**config.mk**
```make
export PLATFORM = sky130hd
export DESIGN_NAME = async_serial_port
export DESIGN_NICKNAME = d
export VERILOG_FILES = /design/src/rtl/sport_pkg.sv /design/src/rtl/sport_tx.sv /design/src/rtl/sport_rx.sv /design/src/rtl/async_serial_port.sv
export SDC_FILE = /design/constraint.sdc
export NUM_CORES = 1
export LEC_CHECK = 0
export BUFFER_PORTS_ARGS = -buffer_cell sky130_fd_sc_hd__buf_2
export CAP_MARGIN = 20
export CORE_MARGIN = 3
export CORE_UTILIZATION = 54
export DETAILED_ROUTE_END_ITERATION = 10
export PLACE_DENSITY = 0.76
export SLEW_MARGIN = 10
export SYNTH_ARGS = -nofsm -noshare
export SYNTH_HDL_FRONTEND = slang
export SYNTH_SLANG_ARGS = --single-unit
```
**constraint.sdc**
```tcl
create_clock -name clk -period 2.2 [get_ports clk]
set_input_delay 0.22 -clock clk [delete_from_list [all_inputs] [get_ports clk]]
set_output_delay 0.22 -clock clk [all_outputs]
set_load 0.05 [all_outputs]
```
**src/rtl/sport_pkg.sv**
```systemverilog
package sport_pkg;
  localparam int MAXDW = 8;

  typedef enum logic [1:0] {
    PK_EVEN   = 2'd0,
    PK_ODD    = 2'd1,
    PK_FORCE0 = 2'd2,
    PK_FORCE1 = 2'd3
  } par_kind_t;

  typedef enum logic [2:0] {
    FS_IDLE, FS_START, FS_DATA, FS_PAR, FS_STOP, FS_BRK
  } fstate_t;

  // mask of the active data bits for a length code (0 -> 5 bits ... 3 -> 8 bits)
  function automatic logic [MAXDW-1:0] len_mask(input logic [1:0] len);
    return {MAXDW{1'b1}} >> (2'd3 - len);
  endfunction

  function automatic logic par_calc(input logic [MAXDW-1:0] d,
                                    input logic [1:0] len,
                                    input logic [1:0] kind);
    logic [MAXDW-1:0] m;
    m = d & len_mask(len);
    case (par_kind_t'(kind))
      PK_EVEN:   return ^m;
      PK_ODD:    return ~^m;
      PK_FORCE0: return 1'b0;
      default:   return 1'b1;
    endcase
  endfunction
endpackage

```
**src/rtl/sport_tx.sv**
```systemverilog
module sport_tx import sport_pkg::*; #(
  parameter int OVS    = 16,
  parameter int STOP_W = 5
) (
  input  logic             clk,
  input  logic             rst_n,
  input  logic             tick,
  input  logic             x16,
  input  logic             en,
  input  logic             brk_req,
  input  logic [1:0]       len,
  input  logic             par_en,
  input  logic [1:0]       par_kind,
  input  logic [STOP_W-1:0] stop_m1,
  input  logic [MAXDW-1:0] data,
  input  logic             valid,
  output logic             ready,
  output logic             line
);
  localparam int CW = $clog2(OVS);
  localparam int TW = (STOP_W > CW) ? STOP_W : CW;

  fstate_t          st;
  logic [TW-1:0]    tcnt;
  logic [MAXDW-1:0] shreg;
  logic [2:0]       bidx;
  logic             par_r;
  logic [TW-1:0]    bit_last, stop_last;
  logic [2:0]       nb_m1;
  logic             bit_end;

  assign bit_last  = x16 ? TW'(OVS-1) : '0;
  assign stop_last = x16 ? TW'(stop_m1) : ((int'(stop_m1) < OVS) ? TW'(0) : TW'(1));
  assign nb_m1     = 3'd4 + {1'b0, len};
  assign bit_end   = tick && (tcnt == bit_last);
  assign ready     = en && !brk_req && (st == FS_IDLE);

  always_ff @(posedge clk or negedge rst_n) begin
    if (!rst_n) begin
      st <= FS_IDLE; line <= 1'b1; tcnt <= '0;
      shreg <= '0; bidx <= '0; par_r <= 1'b0;
    end else if (!en) begin
      st <= FS_IDLE; line <= 1'b1; tcnt <= '0;
    end else begin
      case (st)
        FS_IDLE: begin
          line <= 1'b1;
          tcnt <= '0;
          if (brk_req) begin
            st <= FS_BRK; line <= 1'b0;
          end else if (valid) begin
            st    <= FS_START;
            line  <= 1'b0;
            shreg <= data;
            bidx  <= '0;
            par_r <= par_calc(data, len, par_kind);
          end
        end
        FS_BRK: begin
          if (!brk_req) begin st <= FS_IDLE; line <= 1'b1; end
        end
        FS_START, FS_DATA, FS_PAR: begin
          if (bit_end) begin
            tcnt <= '0;
            if (st == FS_START || (st == FS_DATA && bidx != nb_m1)) begin
              st    <= FS_DATA;
              line  <= shreg[0];
              shreg <= shreg >> 1;
              bidx  <= (st == FS_START) ? 3'd0 : 3'(bidx + 3'd1);
            end else if (st == FS_DATA && par_en) begin
              st <= FS_PAR; line <= par_r;
            end else begin
              st <= FS_STOP; line <= 1'b1;
            end
          end else if (tick) begin
            tcnt <= tcnt + 1'b1;
          end
        end
        FS_STOP: begin
          if (tick) begin
            if (tcnt == stop_last) st <= FS_IDLE;
            else tcnt <= tcnt + 1'b1;
          end
        end
        default: st <= FS_IDLE;
      endcase
    end
  end
endmodule

```
**src/rtl/sport_rx.sv**
```systemverilog
module sport_rx import sport_pkg::*; #(
  parameter int OVS = 16
) (
  input  logic             clk,
  input  logic             rst_n,
  input  logic             tick,
  input  logic             x16,
  input  logic             line,
  input  logic [1:0]       len,
  input  logic             par_en,
  input  logic [1:0]       par_kind,
  input  logic             cmp_en,
  input  logic [MAXDW-1:0] cmp_val,
  input  logic             out_ready,
  output logic             out_valid,
  output logic [MAXDW-1:0] out_data,
  output logic             out_perr,
  output logic             out_ferr,
  output logic             out_match,
  output logic             ovr,
  output logic             brk_start,
  output logic             brk_end
);
  localparam int CW   = $clog2(OVS);
  localparam int HALF = OVS / 2;

  fstate_t          st;
  logic [CW-1:0]    cnt;
  logic [2:0]       bidx;
  logic [MAXDW-1:0] dbuf;
  logic             pr;
  logic [CW-1:0]    bit_last;
  logic [2:0]       nb_m1;
  logic             samp;
  logic             is_brk, perr_c, match_c;

  assign bit_last = x16 ? CW'(OVS-1) : '0;
  assign nb_m1    = 3'd4 + {1'b0, len};
  assign samp     = tick && (cnt == bit_last);

  // evaluated at the stop sample
  always_comb begin
    is_brk  = (dbuf == '0) && !line && !(par_en && pr);
    perr_c  = par_en && (pr != par_calc(dbuf, len, par_kind)) && !is_brk;
    match_c = cmp_en && (dbuf == (cmp_val & len_mask(len)));
  end

  always_ff @(posedge clk or negedge rst_n) begin
    if (!rst_n) begin
      st <= FS_IDLE; cnt <= '0; bidx <= '0; dbuf <= '0; pr <= 1'b0;
      out_valid <= 1'b0; out_data <= '0; out_perr <= 1'b0;
      out_ferr <= 1'b0; out_match <= 1'b0;
      ovr <= 1'b0; brk_start <= 1'b0; brk_end <= 1'b0;
    end else begin
      ovr <= 1'b0; brk_start <= 1'b0; brk_end <= 1'b0;
      if (out_valid && out_ready) out_valid <= 1'b0;
      if (tick) begin
        case (st)
          FS_IDLE: if (!line) begin
            cnt <= '0; bidx <= '0; dbuf <= '0;
            st  <= x16 ? FS_START : FS_DATA;
          end
          FS_START: begin
            if (cnt == CW'(HALF-1)) begin
              cnt <= '0;
              st  <= line ? FS_IDLE : FS_DATA;
            end else cnt <= cnt + 1'b1;
          end
          FS_DATA: begin
            if (samp) begin
              cnt        <= '0;
              dbuf[bidx] <= line;
              if (bidx == nb_m1) st <= par_en ? FS_PAR : FS_STOP;
              else bidx <= 3'(bidx + 3'd1);
            end else cnt <= cnt + 1'b1;
          end
          FS_PAR: begin
            if (samp) begin cnt <= '0; pr <= line; st <= FS_STOP; end
            else cnt <= cnt + 1'b1;
          end
          FS_STOP: begin
            if (samp) begin
              cnt <= '0;
              st  <= is_brk ? FS_BRK : FS_IDLE;
              brk_start <= is_brk;
              if (out_valid && !out_ready) begin
                ovr <= 1'b1;
              end else begin
                out_valid <= 1'b1;
                out_data  <= dbuf;
                out_perr  <= perr_c;
                out_ferr  <= !line;
                out_match <= match_c;
              end
            end else cnt <= cnt + 1'b1;
          end
          FS_BRK: if (line) begin st <= FS_IDLE; brk_end <= 1'b1; end
          default: st <= FS_IDLE;
        endcase
      end
    end
  end
endmodule

```
**src/rtl/async_serial_port.sv**
```systemverilog
module async_serial_port import sport_pkg::*; #(
  parameter int OVS    = 16,
  parameter int STOP_W = 5,
  parameter int SYNC_N = 2
) (
  input  logic             clk,
  input  logic             rst_n,
  input  logic             tick,
  input  logic             cfg_x16,
  input  logic [1:0]       cfg_len,
  input  logic             cfg_par_en,
  input  logic [1:0]       cfg_par_kind,
  input  logic [STOP_W-1:0] cfg_stop,
  input  logic             cfg_cmp_en,
  input  logic [MAXDW-1:0] cfg_cmp,
  input  logic             tx_en,
  input  logic             loopback,
  input  logic             brk_send,
  input  logic [MAXDW-1:0] tx_data,
  input  logic             tx_valid,
  output logic             tx_ready,
  output logic             txd,
  input  logic             rxd,
  output logic [MAXDW-1:0] rx_data,
  output logic             rx_valid,
  input  logic             rx_ready,
  output logic             rx_perr,
  output logic             rx_ferr,
  output logic             rx_match,
  output logic             rx_overrun,
  output logic             brk_begin,
  output logic             brk_done
);
  logic              tx_line;
  logic              rx_src;
  logic [SYNC_N-1:0] sync_q;

  assign rx_src = loopback ? tx_line : rxd;
  assign txd    = (tx_en && !loopback) ? tx_line : 1'b1;

  always_ff @(posedge clk or negedge rst_n) begin
    if (!rst_n) sync_q <= '1;
    else        sync_q <= {sync_q[SYNC_N-2:0], rx_src};
  end

  sport_tx #(.OVS(OVS), .STOP_W(STOP_W)) u_tx (
    .clk(clk), .rst_n(rst_n), .tick(tick), .x16(cfg_x16), .en(tx_en),
    .brk_req(brk_send), .len(cfg_len), .par_en(cfg_par_en),
    .par_kind(cfg_par_kind), .stop_m1(cfg_stop), .data(tx_data),
    .valid(tx_valid), .ready(tx_ready), .line(tx_line)
  );

  sport_rx #(.OVS(OVS)) u_rx (
    .clk(clk), .rst_n(rst_n), .tick(tick), .x16(cfg_x16),
    .line(sync_q[SYNC_N-1]), .len(cfg_len), .par_en(cfg_par_en),
    .par_kind(cfg_par_kind), .cmp_en(cfg_cmp_en), .cmp_val(cfg_cmp),
    .out_ready(rx_ready), .out_valid(rx_valid), .out_data(rx_data),
    .out_perr(rx_perr), .out_ferr(rx_ferr), .out_match(rx_match),
    .ovr(rx_overrun), .brk_start(brk_begin), .brk_end(brk_done)
  );
endmodule

```
==> impl_metrics.tcl <==
set metrics [dict create \
    cp-end-kind "register" \
    period_share_pct 92.7 \
    die_y_microns 89.5 \
    grt_usage_pct 24.2 \
    cts_max_path_buffers 2 \
    yosysSeqAreaShare_pct 38.0 \
    vias 3371 \
    cts_tree "built" \
    worst_ep_arrival_time_ps 2320 \
    synth_edf_count 0 \
    power_density_nw_per_um2 1100 \
    first_iter_violations 227 \
    ioPinCount 54 \
    setup.worst_path.class "register to register" \
    setup_viol 0 \
    ctsHoldBuffers 0 \
    fillerInstances 534 \
    grt_max_degree 58 \
    violations "negative hold slack" \
    slew_headroom_pct 50.7 \
    die_x_microns 89.5 \
    fmax_mhz 490 \
    status "finished, violations left" \
    holdWs_ps -1.29 \
    rsz0062_at_grt "no" \
    syn_nets 462 \
    synth_area_sq_um 3760 \
    row_count 29 \
    grt_pass1_vias 3205 \
    synth-async-reset-ratio_pct 100 \
    final_core_util_pct 66.4 \
    yosysTopAreaCellShare_pct 35.9 \
    tns_ps 0 \
    hold_class "input pin to async pin" \
    portBuffers 53 \
    drv_cap 0 \
    routed_via_density 6.10 \
    final_net_count 515 \
    antenna_found_initial 0 \
    dpl.hpwl_microns 6370 \
    yosys.cell_types.count 68 \
    drive_gt1_share_pct 22.1 \
    path_clk_slew_ps 70 \
    final_cells 553 \
    cts.sinks 57 \
    dp_cells 538 \
    ir_worst_vdd_uv 699 \
    overflow 0 \
    cts_root_buf "clkbuf_8" \
    ys.flop_type "dfrtp_1" \
    dieArea_sq_um 8000 \
    cp.required_ps 2480 \
    synth_area_leaders "dfrtp_1, mux2i_1, nand2_1" \
    drtPass1Iterations 5 \
    wl_per_cell_microns 16.1 \
    area_delta_synth_final_pct 15.3 \
    cts_buffers 9 \
    power_leakage_nw 1.97 \
    core_sq_um 6530 \
    grt_pass1_wl_microns 15000 \
    ys_seq_elements 57 \
    drc 0 \
    antenna_cells 0 \
    layout_min_cycle_time_ps 2040 \
    tightestPinTransition_ps 740 \
    yosysWarningCount 0 \
    path_max_fanout 5 \
    clkLatencyLatePin_ps 350 \
    avgSynthCellArea_sq_um 8.98 \
    gp_congestion 0.863 \
    slew_viol_final 0 \
    synthCells 419 \
    htreeDepth 3 \
    synth.largest_area_cell "dfrtp_1" \
    start_util_pct 57.6 \
    antenna_left 0 \
    start_kind "register" \
    wirelength_microns 8930 \
    finalPower_mw 4.76 \
    hold_viol 1 \
    skew_ps 8.52 \
]
cell families (layout without fill, tap and decap cells):
logic type,after synthesis,in the layout,synth area share (%)
AOI/OAI and AO/OA,99,99,17.7
adders and majority gates,6,6,2.00
DFF,57,57,38.0
buffers and inverters,44,101,4.69
and+or+nand+nor,163,163,24.4
muxes,28,28,7.72
xor gates and xnor gates,22,22,5.49
registers in the layout (all words and copies together) (netlist names):
| register | count |
|---|---|
| sync_q | 2 |
| u_rx.bidx | 3 |
| u_rx.brk_end | 1 |
| u_rx.brk_start | 1 |
| u_rx.cnt | 4 |
| u_rx.dbuf | 8 |
| u_rx.out_data | 8 |
| u_rx.out_ferr | 1 |
| u_rx.out_match | 1 |
| u_rx.out_perr | 1 |
| u_rx.out_valid | 1 |
| u_rx.ovr | 1 |
| u_rx.pr | 1 |
| u_rx.st | 3 |
| u_tx.bidx | 3 |
| u_tx.line | 1 |
| u_tx.par_r | 1 |
| u_tx.shreg | 8 |
| u_tx.st | 3 |
| u_tx.tcnt | 5 |
layer usage:
metal,vias to the layer above,track usage [%],share of wire (%),wire (microns)
li1,1645,-,-,-
met1,1610,32.2,46,4140
met2,97,37.8,47,4180
met3,19,4.79,4.6,409
met4,0,11.6,2.2,198
met5,-,0,0,0
power by group:
part,switching (mW),leakage (nW),internal (mW)
clock,0.425,0.102,0.575
combinational,1.17,1.12,0.870
sequential,0.381,0.756,1.34
total,1.97,1.97,2.79
synth_stat cells, drive strengths merged (3+ instances only):
cell,n
and3,6
or4,3
nand2,52
a22o,4
o2bb2ai,3
clkbuf,16
a222oi,3
nand3b,3
dfrtp,54
dfstp,3
a31oi,4
a211oi,6
and2,3
a21oi,13
buf,10
a221oi,3
inv,18
o21ai,34
nor4bb,6
nor2,16
mux2,8
xnor2,13
o21a,4
nor4,9
nor3,11
nand3,11
o22ai,3
ha,6
nand2b,12
a21o,3
mux2i,20
nand4,5
o31ai,5
xor2,8
nor3b,4
nor2b,5
path summary, 6_finish.rpt:
kind	startpoint	slack, ps	cells past startpoint	to
setup / recovery	u_rx.cnt[0]	160	5	u_rx.out_perr
hold / removal	rst_n	-1	2	u_tx.tcnt[2]
setup reg to reg	u_rx.cnt[0]	160	5	u_rx.out_perr
hold reg to reg	sync_q[0]	360	0	sync_q[1]
max in group asynchronous	rst_n	1680	2	u_rx.cnt[0]
min in group clk	rxd	140	2	sync_q[0]
worst max-delay path, stage by stage (launching register included):
cell and delay [ps]:
dfrtp_1 440, nor4b_4 370, a22oi_2 150, or4_1 530, or4_1 400, nand3_1 90
final cells by class:
| class | count | area (sq um) | area share [%] |
|---|---|---|---|
| clock buffer | 12 | 155 | 3.58 |
| multi-input combinational | 318 | 2170 | 50.0 |
| sequential | 57 | 1430 | 33.0 |
| inverter | 18 | 67.6 | 1.56 |
| timing repair buffer | 68 | 378 | 8.72 |
| clock inverter | 3 | 40.0 | 0.924 |
| tap | 77 | 96.3 | 2.22 |
layout by cell type, fill, tap and decap left out, types with 4 or more instances in the layout:
cell type,synthesis,final
dfrtp_1,54,54
buf_2,6,53
nand2_1,52,52
o21ai_0,29,29
mux2i_1,20,20
inv_1,18,18
nor2_1,15,15
buf_4,1,15
xnor2_1,13,13
a21oi_1,13,13
nand2b_1,12,12
nor3_1,11,11
nand3_1,11,11
clkbuf_8,0,11
xor2_1,8,8
nor4_1,9,7
mux2_2,6,6
nor4bb_1,6,6
ha_1,6,6
and3_1,5,5
nor2b_1,5,5
nand4_1,5,5
o31ai_1,5,5
o21ai_1,5,5
o21a_1,4,4
a211oi_1,4,4
a31oi_1,4,4
nor3b_1,4,4
repair_timing:
action | in CTS | in global routing
setup endpoints to repair | 0 | 2
resized for setup | 0 | 2
buffers inserted | 0 | 0
per-stage QoR:
step | setup WS [ps] | instance area (sq um)
after floorplan | 84.6 | 3770
after global placement | 202 | 4130
after detailed placement | 145 | 4130
after CTS | 160 | 4330
after global routing | 16.8 | 4340
final | 160 | 4340
No activity file was read; power rests on OpenSTA's default activity.
